$ cat config.mk
export PLATFORM = sky130hd
export DESIGN_NAME = range_div_unit
export DESIGN_NICKNAME = d
export VERILOG_FILES = /design/src/rtl/rcdiv_pkg.sv /design/src/rtl/rcdiv_index.sv /design/src/rtl/rcdiv_tcalc.sv /design/src/rtl/rcdiv_update.sv /design/src/rtl/range_div_unit.sv
export SDC_FILE = /design/constraint.sdc
export NUM_CORES = 1
export LEC_CHECK = 0
export ABC_AREA = 1
export BUFFER_PORTS_ARGS = -buffer_cell sky130_fd_sc_hd__buf_2
export CAP_MARGIN = 10
export CORE_MARGIN = 2
export CORE_UTILIZATION = 55
export DETAILED_ROUTE_END_ITERATION = 10
export GPL_ROUTABILITY_DRIVEN = 0
export PLACE_DENSITY = 0.77
export SYNTH_ARGS = -nofsm -noshare
export SYNTH_HDL_FRONTEND = slang
export SYNTH_HIERARCHICAL = 1
export SYNTH_SLANG_ARGS = --single-unit
$ cat constraint.sdc
create_clock -name clk -period 16.1 [get_ports clk]
set_input_delay 3.22 -clock clk [delete_from_list [all_inputs] [get_ports clk]]
set_output_delay 3.22 -clock clk [all_outputs]
set_load 0.02 [all_outputs]
$ cat src/rtl/rcdiv_pkg.sv
package rcdiv_pkg;
    // Selection among the six parallel sub-range candidates
    typedef enum logic [2:0] {
        SEL_D0  = 3'd0,
        SEL_D1  = 3'd1,
        SEL_D2  = 3'd2,
        SEL_D3  = 3'd3,
        SEL_D47 = 3'd4,
        SEL_MUL = 3'd5
    } sel_e;

    // Lowest window exponent that can reach the shift route
    localparam int FINE_EXP  = 7;
    // Offset of the 3-bit subinterval index below the multiply threshold
    localparam int IDX_BITS  = 3;
    // Shift amounts of the low-probability approximations
    localparam int SH_D0     = 13;
    localparam int SH_D1     = 11;
    localparam int SH_D2     = 10;
    localparam int SH_HI     = 9;
endpackage

$ cat src/rtl/rcdiv_index.sv
module rcdiv_index
    import rcdiv_pkg::*;
#(
    parameter int EXP_W   = 4,
    parameter int STATE_W = 20,
    parameter int T2_W    = 8
) (
    input  logic [EXP_W-1:0]   win_exp,
    input  logic [STATE_W-1:0] win_state,
    output logic [T2_W-1:0]    t2,
    output sel_e               sel
);
    localparam int SHW     = STATE_W + T2_W;
    localparam int DW      = EXP_W + 1;
    localparam int IDX_OFF = T2_W + IDX_BITS;

    logic [DW-1:0]      dbl;
    logic [SHW-1:0]     scaled;
    logic [STATE_W-1:0] idx_sh;
    logic [IDX_BITS-1:0] dval;
    logic               fine_zone;

    assign dbl = {win_exp, 1'b0};

    always_comb begin
        if (dbl >= DW'(T2_W))
            scaled = SHW'(win_state) >> (dbl - DW'(T2_W));
        else
            scaled = SHW'(win_state) << (DW'(T2_W) - dbl);
    end

    assign idx_sh    = win_state >> (dbl - DW'(IDX_OFF));
    assign dval      = idx_sh[IDX_BITS-1:0];
    assign fine_zone = (win_exp >= EXP_W'(FINE_EXP)) && (scaled == '0);
    assign t2        = scaled[T2_W-1:0];

    always_comb begin
        if (!fine_zone) begin
            sel = SEL_MUL;
        end else begin
            unique case (dval)
                3'd0:    sel = SEL_D0;
                3'd1:    sel = SEL_D1;
                3'd2:    sel = SEL_D2;
                3'd3:    sel = SEL_D3;
                default: sel = SEL_D47;
            endcase
        end
    end
endmodule

$ cat src/rtl/rcdiv_tcalc.sv
module rcdiv_tcalc
    import rcdiv_pkg::*;
#(
    parameter int REG_W = 32,
    parameter int T2_W  = 8
) (
    input  logic [REG_W-1:0] range_q,
    input  logic [T2_W-1:0]  t2,
    input  sel_e             sel,
    output logic [REG_W-1:0] sub_t
);
    localparam int T1_W = REG_W - 8;

    logic [T1_W-1:0]  t1;
    logic [REG_W-1:0] c_d0, c_d1, c_d2, c_d3, c_d47, c_mul;
    logic [REG_W-1:0] raw;

    assign t1    = range_q[REG_W-1:8];
    assign c_d0  = range_q >> SH_D0;
    assign c_d1  = range_q >> SH_D1;
    assign c_d2  = range_q >> SH_D2;
    assign c_d3  = (range_q >> SH_D2) + (range_q >> SH_D1);
    assign c_d47 = (range_q >> SH_HI) + (range_q >> SH_D2);
    assign c_mul = REG_W'(t1) * REG_W'(t2);

    always_comb begin
        unique case (sel)
            SEL_D0:  raw = c_d0;
            SEL_D1:  raw = c_d1;
            SEL_D2:  raw = c_d2;
            SEL_D3:  raw = c_d3;
            SEL_D47: raw = c_d47;
            default: raw = c_mul;
        endcase
    end

    // Shift route floors at one; multiply route is positive for range >= 2^8
    assign sub_t = (sel != SEL_MUL && raw == '0) ? REG_W'(1) : raw;
endmodule

$ cat src/rtl/rcdiv_update.sv
module rcdiv_update #(
    parameter int REG_W = 32
) (
    input  logic             clk,
    input  logic             rst_n,
    input  logic             in_valid,
    input  logic             sym_bit,
    input  logic             mps_bit,
    input  logic [REG_W-1:0] sub_t,
    output logic [REG_W-1:0] low_q,
    output logic [REG_W-1:0] range_q,
    output logic [REG_W-1:0] high_q
);
    logic [REG_W-1:0] low_d, range_d, high_d;

    always_comb begin
        if (sym_bit == mps_bit) begin
            high_d  = low_q + range_q;
            low_d   = high_d - sub_t;
            range_d = sub_t;
        end else begin
            range_d = range_q - sub_t;
            low_d   = low_q;
            high_d  = low_q + range_d;
        end
    end

    always_ff @(posedge clk) begin
        if (!rst_n) begin
            low_q   <= '0;
            range_q <= '1;
            high_q  <= '1;
        end else if (in_valid) begin
            low_q   <= low_d;
            range_q <= range_d;
            high_q  <= high_d;
        end
    end


    hold_chk: assert property (@(posedge clk) disable iff (!rst_n)
        !in_valid |=> $stable(low_q) && $stable(range_q) && $stable(high_q));


    mps_high_chk: assert property (@(posedge clk) disable iff (!rst_n)
        (in_valid && sym_bit == mps_bit) |=> high_q == $past(low_q + range_q));


    lps_low_chk: assert property (@(posedge clk) disable iff (!rst_n)
        (in_valid && sym_bit != mps_bit) |=> $stable(low_q));


    top_sum_chk: assert property (@(posedge clk) disable iff (!rst_n)
        high_q == low_q + range_q);


    range_shrink_chk: assert property (@(posedge clk) disable iff (!rst_n)
        (in_valid && range_q >= REG_W'(256)) |=> (range_q != '0) && (range_q < $past(range_q)));
endmodule

$ cat src/rtl/range_div_unit.sv
module range_div_unit
    import rcdiv_pkg::*;
#(
    parameter int REG_W   = 32,
    parameter int MAX_EXP = 10,
    parameter int EXP_W   = 4,
    parameter int T2_W    = 8,
    localparam int STATE_W = 2 * MAX_EXP
) (
    input  logic               clk,
    input  logic               rst_n,
    input  logic               in_valid,
    input  logic               sym_bit,
    input  logic               mps_bit,
    input  logic [EXP_W-1:0]   win_exp,
    input  logic [STATE_W-1:0] win_state,
    output logic [REG_W-1:0]   low_o,
    output logic [REG_W-1:0]   range_o,
    output logic [REG_W-1:0]   high_o
);
    logic [T2_W-1:0]  t2;
    sel_e             sel;
    logic [REG_W-1:0] sub_t;

    rcdiv_index #(.EXP_W(EXP_W), .STATE_W(STATE_W), .T2_W(T2_W)) u_index (
        .win_exp   (win_exp),
        .win_state (win_state),
        .t2        (t2),
        .sel       (sel)
    );

    rcdiv_tcalc #(.REG_W(REG_W), .T2_W(T2_W)) u_tcalc (
        .range_q (range_o),
        .t2      (t2),
        .sel     (sel),
        .sub_t   (sub_t)
    );

    rcdiv_update #(.REG_W(REG_W)) u_update (
        .clk      (clk),
        .rst_n    (rst_n),
        .in_valid (in_valid),
        .sym_bit  (sym_bit),
        .mps_bit  (mps_bit),
        .sub_t    (sub_t),
        .low_q    (low_o),
        .range_q  (range_o),
        .high_q   (high_o)
    );
endmodule

# Word-level counts from Yosys, hierarchy flattened
# Cells that the tools add are included.
[totals]
out_inout_bits = 96
regBits = 96
in_bits = 29
wordCells = 41
[op_classes]
shifts = 3
n_lt_le_gt_ge = 2
muxes = 7
multipliers = 1
n_reduce_logical = 7
n_eq_ne = 9
n_addsub = 9
[ops]
columns = ["cell", "count"]
rows = [
  ["case mux 32 bit (5 select lines)", 1],
  ["two-way mux 32 bit", 3],
  ["adder 32 bit", 2],
  ["subtractor 32 bit", 2],
  ["logical NOT 32 bit", 1],
  ["multiplier 24 x 8 -> 32 bit", 1],
  ["logical NOT 28 bit", 1],
  ["two-way mux 28 bit", 1],
  ["left shift 20 x 5 -> 28 bit", 1],
  [">> shifter 20 x 5 -> 28 bit", 1],
  ["adder 23 x 22 -> 24 bit", 1],
  ["adder 22 x 21 -> 23 bit", 1],
  [">> shifter 20 x 5 -> 3 bit", 1],
  ["== test 3 x 2 -> 1 bit, second input constant", 4],
  ["case mux 3 bit (4 select lines)", 1],
  ["subtractor 5 x 4 -> 5 bit, second input constant", 2],
  ["== test 3 x 1 -> 1 bit, second input constant", 2],
  ["logical NOT 3 bit", 2],
  ["greater-or-equal comparator 5 x 4 -> 1 bit, second input constant", 1],
  ["subtractor 4 x 5 -> 5 bit, first input constant", 1],
  ["greater-or-equal comparator 4 x 3 -> 1 bit, second input constant", 1],
  ["== test 3 bit, second input constant", 1],
  ["two-way mux 3 bit", 1],
  ["inequality test 3 bit, second input constant", 1],
  ["other kinds (3)", 4],
]

# Depth between registers and ports, before layout
[depth]
ltp_word = 14
ltp_mapped = 67
mapped_depth_nobuf = 65

# Hierarchy
# Netlist, hierarchy kept.
[by_module_without_submodules]
columns = ["module", "cells_each", "n_inst", "area_per_inst_um2", "seq_area_each_um2"]
rows = [
  ["rcdiv_update", 1975, 1, 11861.4, 1921.8],
  ["rcdiv_tcalc", 1710, 1, 9849.4, 0.0],
  ["rcdiv_index", 315, 1, 1411.4, 0.0],
]

# Worst setup path after synthesis
# OpenSTA, ideal clock, no wires.
[synth_path]
kind = "input -> register"
startpoint = "input win_exp[0]"
endpoint = "register u_update.high_q[31]"
path_buffers = 4
slack_ns = 4.369
stages = 61
setup_time_ns = 0.115
required_time_ns = 15.985
t_arrival_ns = 11.616
path_cell_list = "inv_2 -> buf_2 -> ha_1 -> buf_2 -> inv_1 -> buf_2 -> nand3_1 -> nand2_1 -> nor2_1 -> nand3_1 -> nand2_1 -> clkbuf_1 -> nand2_1 -> fa_1 -> fa_1 -> inv_1 -> fa_1 -> inv_1 -> [... 25 more ...] -> o21ai_4 -> nand2_1 -> nand2_1 -> nand2_1 -> nand2_1 -> or2_1 -> and2_1 -> ha_1 -> a21oi_1 -> o21ai_0 -> a21oi_1 -> o21ai_0 -> a21oi_1 -> inv_1 -> nand2_1 -> nand3_1 -> nand2_1 -> nand2_1"
[synth_via]
elab_chain_cells = 14
word_cells_on_any_way = 31
classes_between = "add/sub (5); mul (1); order compare (2); eq/ne (8); shift (3); mux (6); reduce/logical (6)"
[synth_lines]
columns = ["item", "line", "text"]
rows = [
  ["from (decl)", "range_div_unit.sv:15", "input logic [EXP_W-1:0] win_exp,"],
  ["subtractor 4 x 5 -> 5 bit / subtractor 5 x 4 -> 5 bit (equally long branches)", "rcdiv_index.sv:29, rcdiv_index.sv:27", ""],
  ["left shift 20 x 5 -> 28 bit / >> shifter 20 x 5 -> 28 bit (equally long branches)", "rcdiv_index.sv:29, rcdiv_index.sv:27", ""],
  ["two-way mux 28 bit *", "rcdiv_index.sv:26", "if (dbl >= DW'(T2_W))"],
  ["net t2[6]", "range_div_unit.sv:21", "logic [T2_W-1:0] t2;"],
  ["branches (longest 7 deep; another with multiplier 24 x 8 -> 32 bit)", "n/a", ""],
  ["two-way mux 32 bit *", "rcdiv_tcalc.sv:38", "assign sub_t = (sel != SEL_MUL && raw == '0) ? REG_W'(1) : raw;"],
  ["net sub_t[0]", "range_div_unit.sv:23", "logic [REG_W-1:0] sub_t;"],
  ["subtractor 32 bit *", "rcdiv_update.sv:22", "range_d = range_q - sub_t;"],
  ["adder 32 bit *", "rcdiv_update.sv:24", "high_d = low_q + range_d;"],
  ["two-way mux 32 bit *", "rcdiv_update.sv:17", "if (sym_bit == mps_bit) begin"],
  ["to (signal assigned)", "rcdiv_update.sv:36", "high_q <= high_d;"],
  ["to (decl)", "rcdiv_update.sv:12", "output logic [REG_W-1:0] high_q"],
]
# Mark *: on every way through the listed nets, which the timed path passes.
# A chain may end at the register's enable or synchronous reset.

# Final worst setup path
[layout_path]
startpoint = "input win_exp[1]"
endpoint = "register u_update.high_q[21]"
# Same word-level chain as after synthesis.

==> summary.txt <==
Run status
  • Outcome: complete, no violations

Worst setup path
  • Worst setup path class: input port to flip-flop
  • Arrival @ worst endpoint: 14.38 ns
  • Critical-path maximum fanout: 26
  • Slowest-stage cell, CP: nand2_1
  • Worst Path Required: 16.42 ns
  • Startpoint types: input port
  • Max incr delay on CP: 0.73 ns
  • Reg2Reg Launch Point: u_update/range_q[12]$_SDFFE_PN1P_
  • Crit. End Element: flip-flop
  • Most frequent CP cell: nand2_1
  • Critical path origin: win_exp[1]

Job
  • Max_cap viols: 0

Yosys
  • Post-Syn Area: 23100 um^2
  • Distinct cells, synth: 56
  • Seq cells post-synth: 96
  • Post-synthesis cell count: 4000
  • Net Count, Synth: 4377
  • Post-synthesis sequential area ratio: 8.31%
  • YS warnings: 6
  • Async SR Flop Fraction: 0%
  • Avg Synthesized Cell Area: 5.78 um^2
  • Post-synth EDFFs: 0
  • Top_reg_cell synth: dfxtp_1

Global routing
  • Largest net degree at the start of global routing: 56
  • Vias in the first global route: 24.6k
  • GRT Util Overall: 37.0%
  • Initial antenna violation count: 0
  • Global-route wire length before repair: 127000 um
  • Grt total ovfl: 0

Final layout
  • Diodes inserted: 0
  • Layout net count: 4437
  • Fillers: 4278
  • Share of cells above drive strength 1: 6.69%
  • Post-route cell area: 24500 um^2
  • Register area: 1920 um^2
  • Layout area overhead: 5.94%
  • Multi-input gate area: 17800 um^2
  • Post-route insts no fill: 4604

STA
  • RSZ-0062 raised after global routing: no
  • Final setup TNS: 0 ns
  • Slew Limit Fails: 0
  • Fin crit share: 87.3%
  • Final setup viols: 0
  • Slew HR: 24.7%
  • Clock Skew: 0.0178 ns
  • Fmax: 0.0711 GHz
  • Min Tclk post-route: 14.06 ns
  • Fin. Hold Viols: 0
  • Slew of the pin with the lowest slew margin: 1.13 ns
  • Hold Slack: 0.473 ns

Clock network
  • Hold-fix buffer count after cts: 0
  • TritonCTS clock tree: yes
  • Clk_lat worst skew: 0.38 ns
  • CTS clock-pin slew for the worst setup and hold paths: 0.08 ns
  • CTS resizes: 0
  • Post-CTS Setup Inserts: 0
  • CTS Sinks: 96
  • CTS root buffer: clkbuf_16
  • Clock buffer depth: 2
  • Num CTS Buffers: 9
  • H-tree lvl count: 3

Floorplan
  • Row cnt: 75
  • Core area: 41800 um^2
  • Initial core utilization: 55.4%
  • Die width: 209 um
  • Die area: 43700 um^2
  • IO Pins: 125
  • Die Ht: 209 um

Place
  • Placed Cells: 4588
  • Dpl cell area: 24200 um^2
  • Placed wire-length estimate: 66000 um
  • Port bufs: 124

Min path
  • Hold_sp: u_update/high_q[7]$_SDFFE_PN1P_
  • Worst hold path type: flip-flop to flip-flop

Drt
  • DRC errors left: 0
  • Initial DRC Count: 2828
  • Via count: 26.5k
  • DRT Wirelength: 81700 um
  • DR pass1 iterations: 6
  • DRT antenna net count: 0
  • Detail-routed via count per cell: 5.76
  • Routed wire per std cell: 17.7 um
cells in the final DEF (no fill, tap or decap), types with 7 or more instances in the layout:
master / count
o22ai_1: 12
inv_1: 780
dfxtp_1: 96
xnor2_1: 15
o21ai_1: 12
nand3_1: 354
o21bai_1: 27
a31oi_1: 7
clkbuf_16: 9
nand4_1: 42
and2_1: 7
fa_1: 138
nand2_2: 23
o211ai_1: 51
inv_2: 16
buf_4: 29
or2_2: 9
nor2_1: 272
nor3_2: 9
nor2_2: 11
a21oi_2: 8
o21ai_2: 9
o21a_1: 7
o21ai_0: 105
ha_1: 210
nand3b_1: 9
xor2_1: 43
a21o_1: 19
buf_2: 124
nand2_1: 1228
nand3_2: 8
nor3_1: 31
a21oi_1: 293
layout make-up:
| cell class | count | share of cell area [%] |
|---|---|---|
| multi-input cells | 3000 | 72.5 |
| clock inverters | 3 | 0.163 |
| flip-flops and latches | 96 | 7.85 |
| repair buffers | 153 | 3.42 |
| inverters | 800 | 12.3 |
| clock buffers | 13 | 1.06 |
| well taps | 539 | 2.75 |
cells in the mapped netlist, drive strengths merged, types with 40 or more instances:
master	count	area, um^2
nand4	42	263
dfxtp	96	1920
nor3	40	245
nor2	286	1110
inv	796	2990
a21oi	302	1550
clkbuf	61	229
nand3	362	1850
xor2	46	425
buf	43	221
o211ai	51	383
o21ai	127	681
nand2	1251	4750
ha	210	2630
fa	138	2760
registers in the layout (all words and copies together), names as in the netlist:
signal	count
u_update/high_q	32
u_update/low_q	32
u_update/range_q	32
final timing paths:
| check | to | slack, ns | cells after the start |
|---|---|---|---|
| worst max-delay path | u_update/high_q[21]$_SDFFE_PN1P_ | 2.04 | 57 |
| worst max register to register | u_update/high_q[21]$_SDFFE_PN1P_ | 6.34 | 48 |
| worst min register to register | u_update/high_q[7]$_SDFFE_PN1P_ | 0.47 | 2 |
| worst min-delay path | u_update/high_q[7]$_SDFFE_PN1P_ | 0.47 | 2 |
per-layer routing:
| layer | up-vias | part of all wire, % | track usage (%) |
|---|---|---|---|
| li1 | 12700 | - | - |
| met1 | 12100 | 38 | 45.4 |
| met2 | 1414 | 45 | 60.5 |
| met3 | 340 | 9.9 | 5.76 |
| met4 | 0 | 7.0 | 23.7 |
| met5 | - | 0 | 0 |
cells by family after synthesis:
logic type	after synthesis	share of synthesized area, %
AO/OA/AOI/OAI	572	14.3
XOR/XNOR	62	2.48
adder cells (fa/ha/maj)	348	23.3
buffers and inverters	904	14.9
flip-flops	96	8.31
AND/OR/NAND/NOR	2018	36.6
stage by stage:
step / utilization [%] / setup WS (ns)
final: 58.7 / 2.04
after detailed placement: 57.9 / 2.00
after global routing: 58.7 / 1.41
after global placement: 57.9 / 2.10
after floorplan: - / 4.37
after CTS: 58.7 / 2.36
critical path, delay by kind of cell:
family	cells	cell delay, ns
xor+xnor	1	0.28
fa+ha+maj	9	3.90
compound gates	5	0.91
simple gates	33	4.81
buf+inv	9	1.24
Power is not shown: default switching activity piles up to over one toggle a cycle in this logic, so the estimate is an artifact.
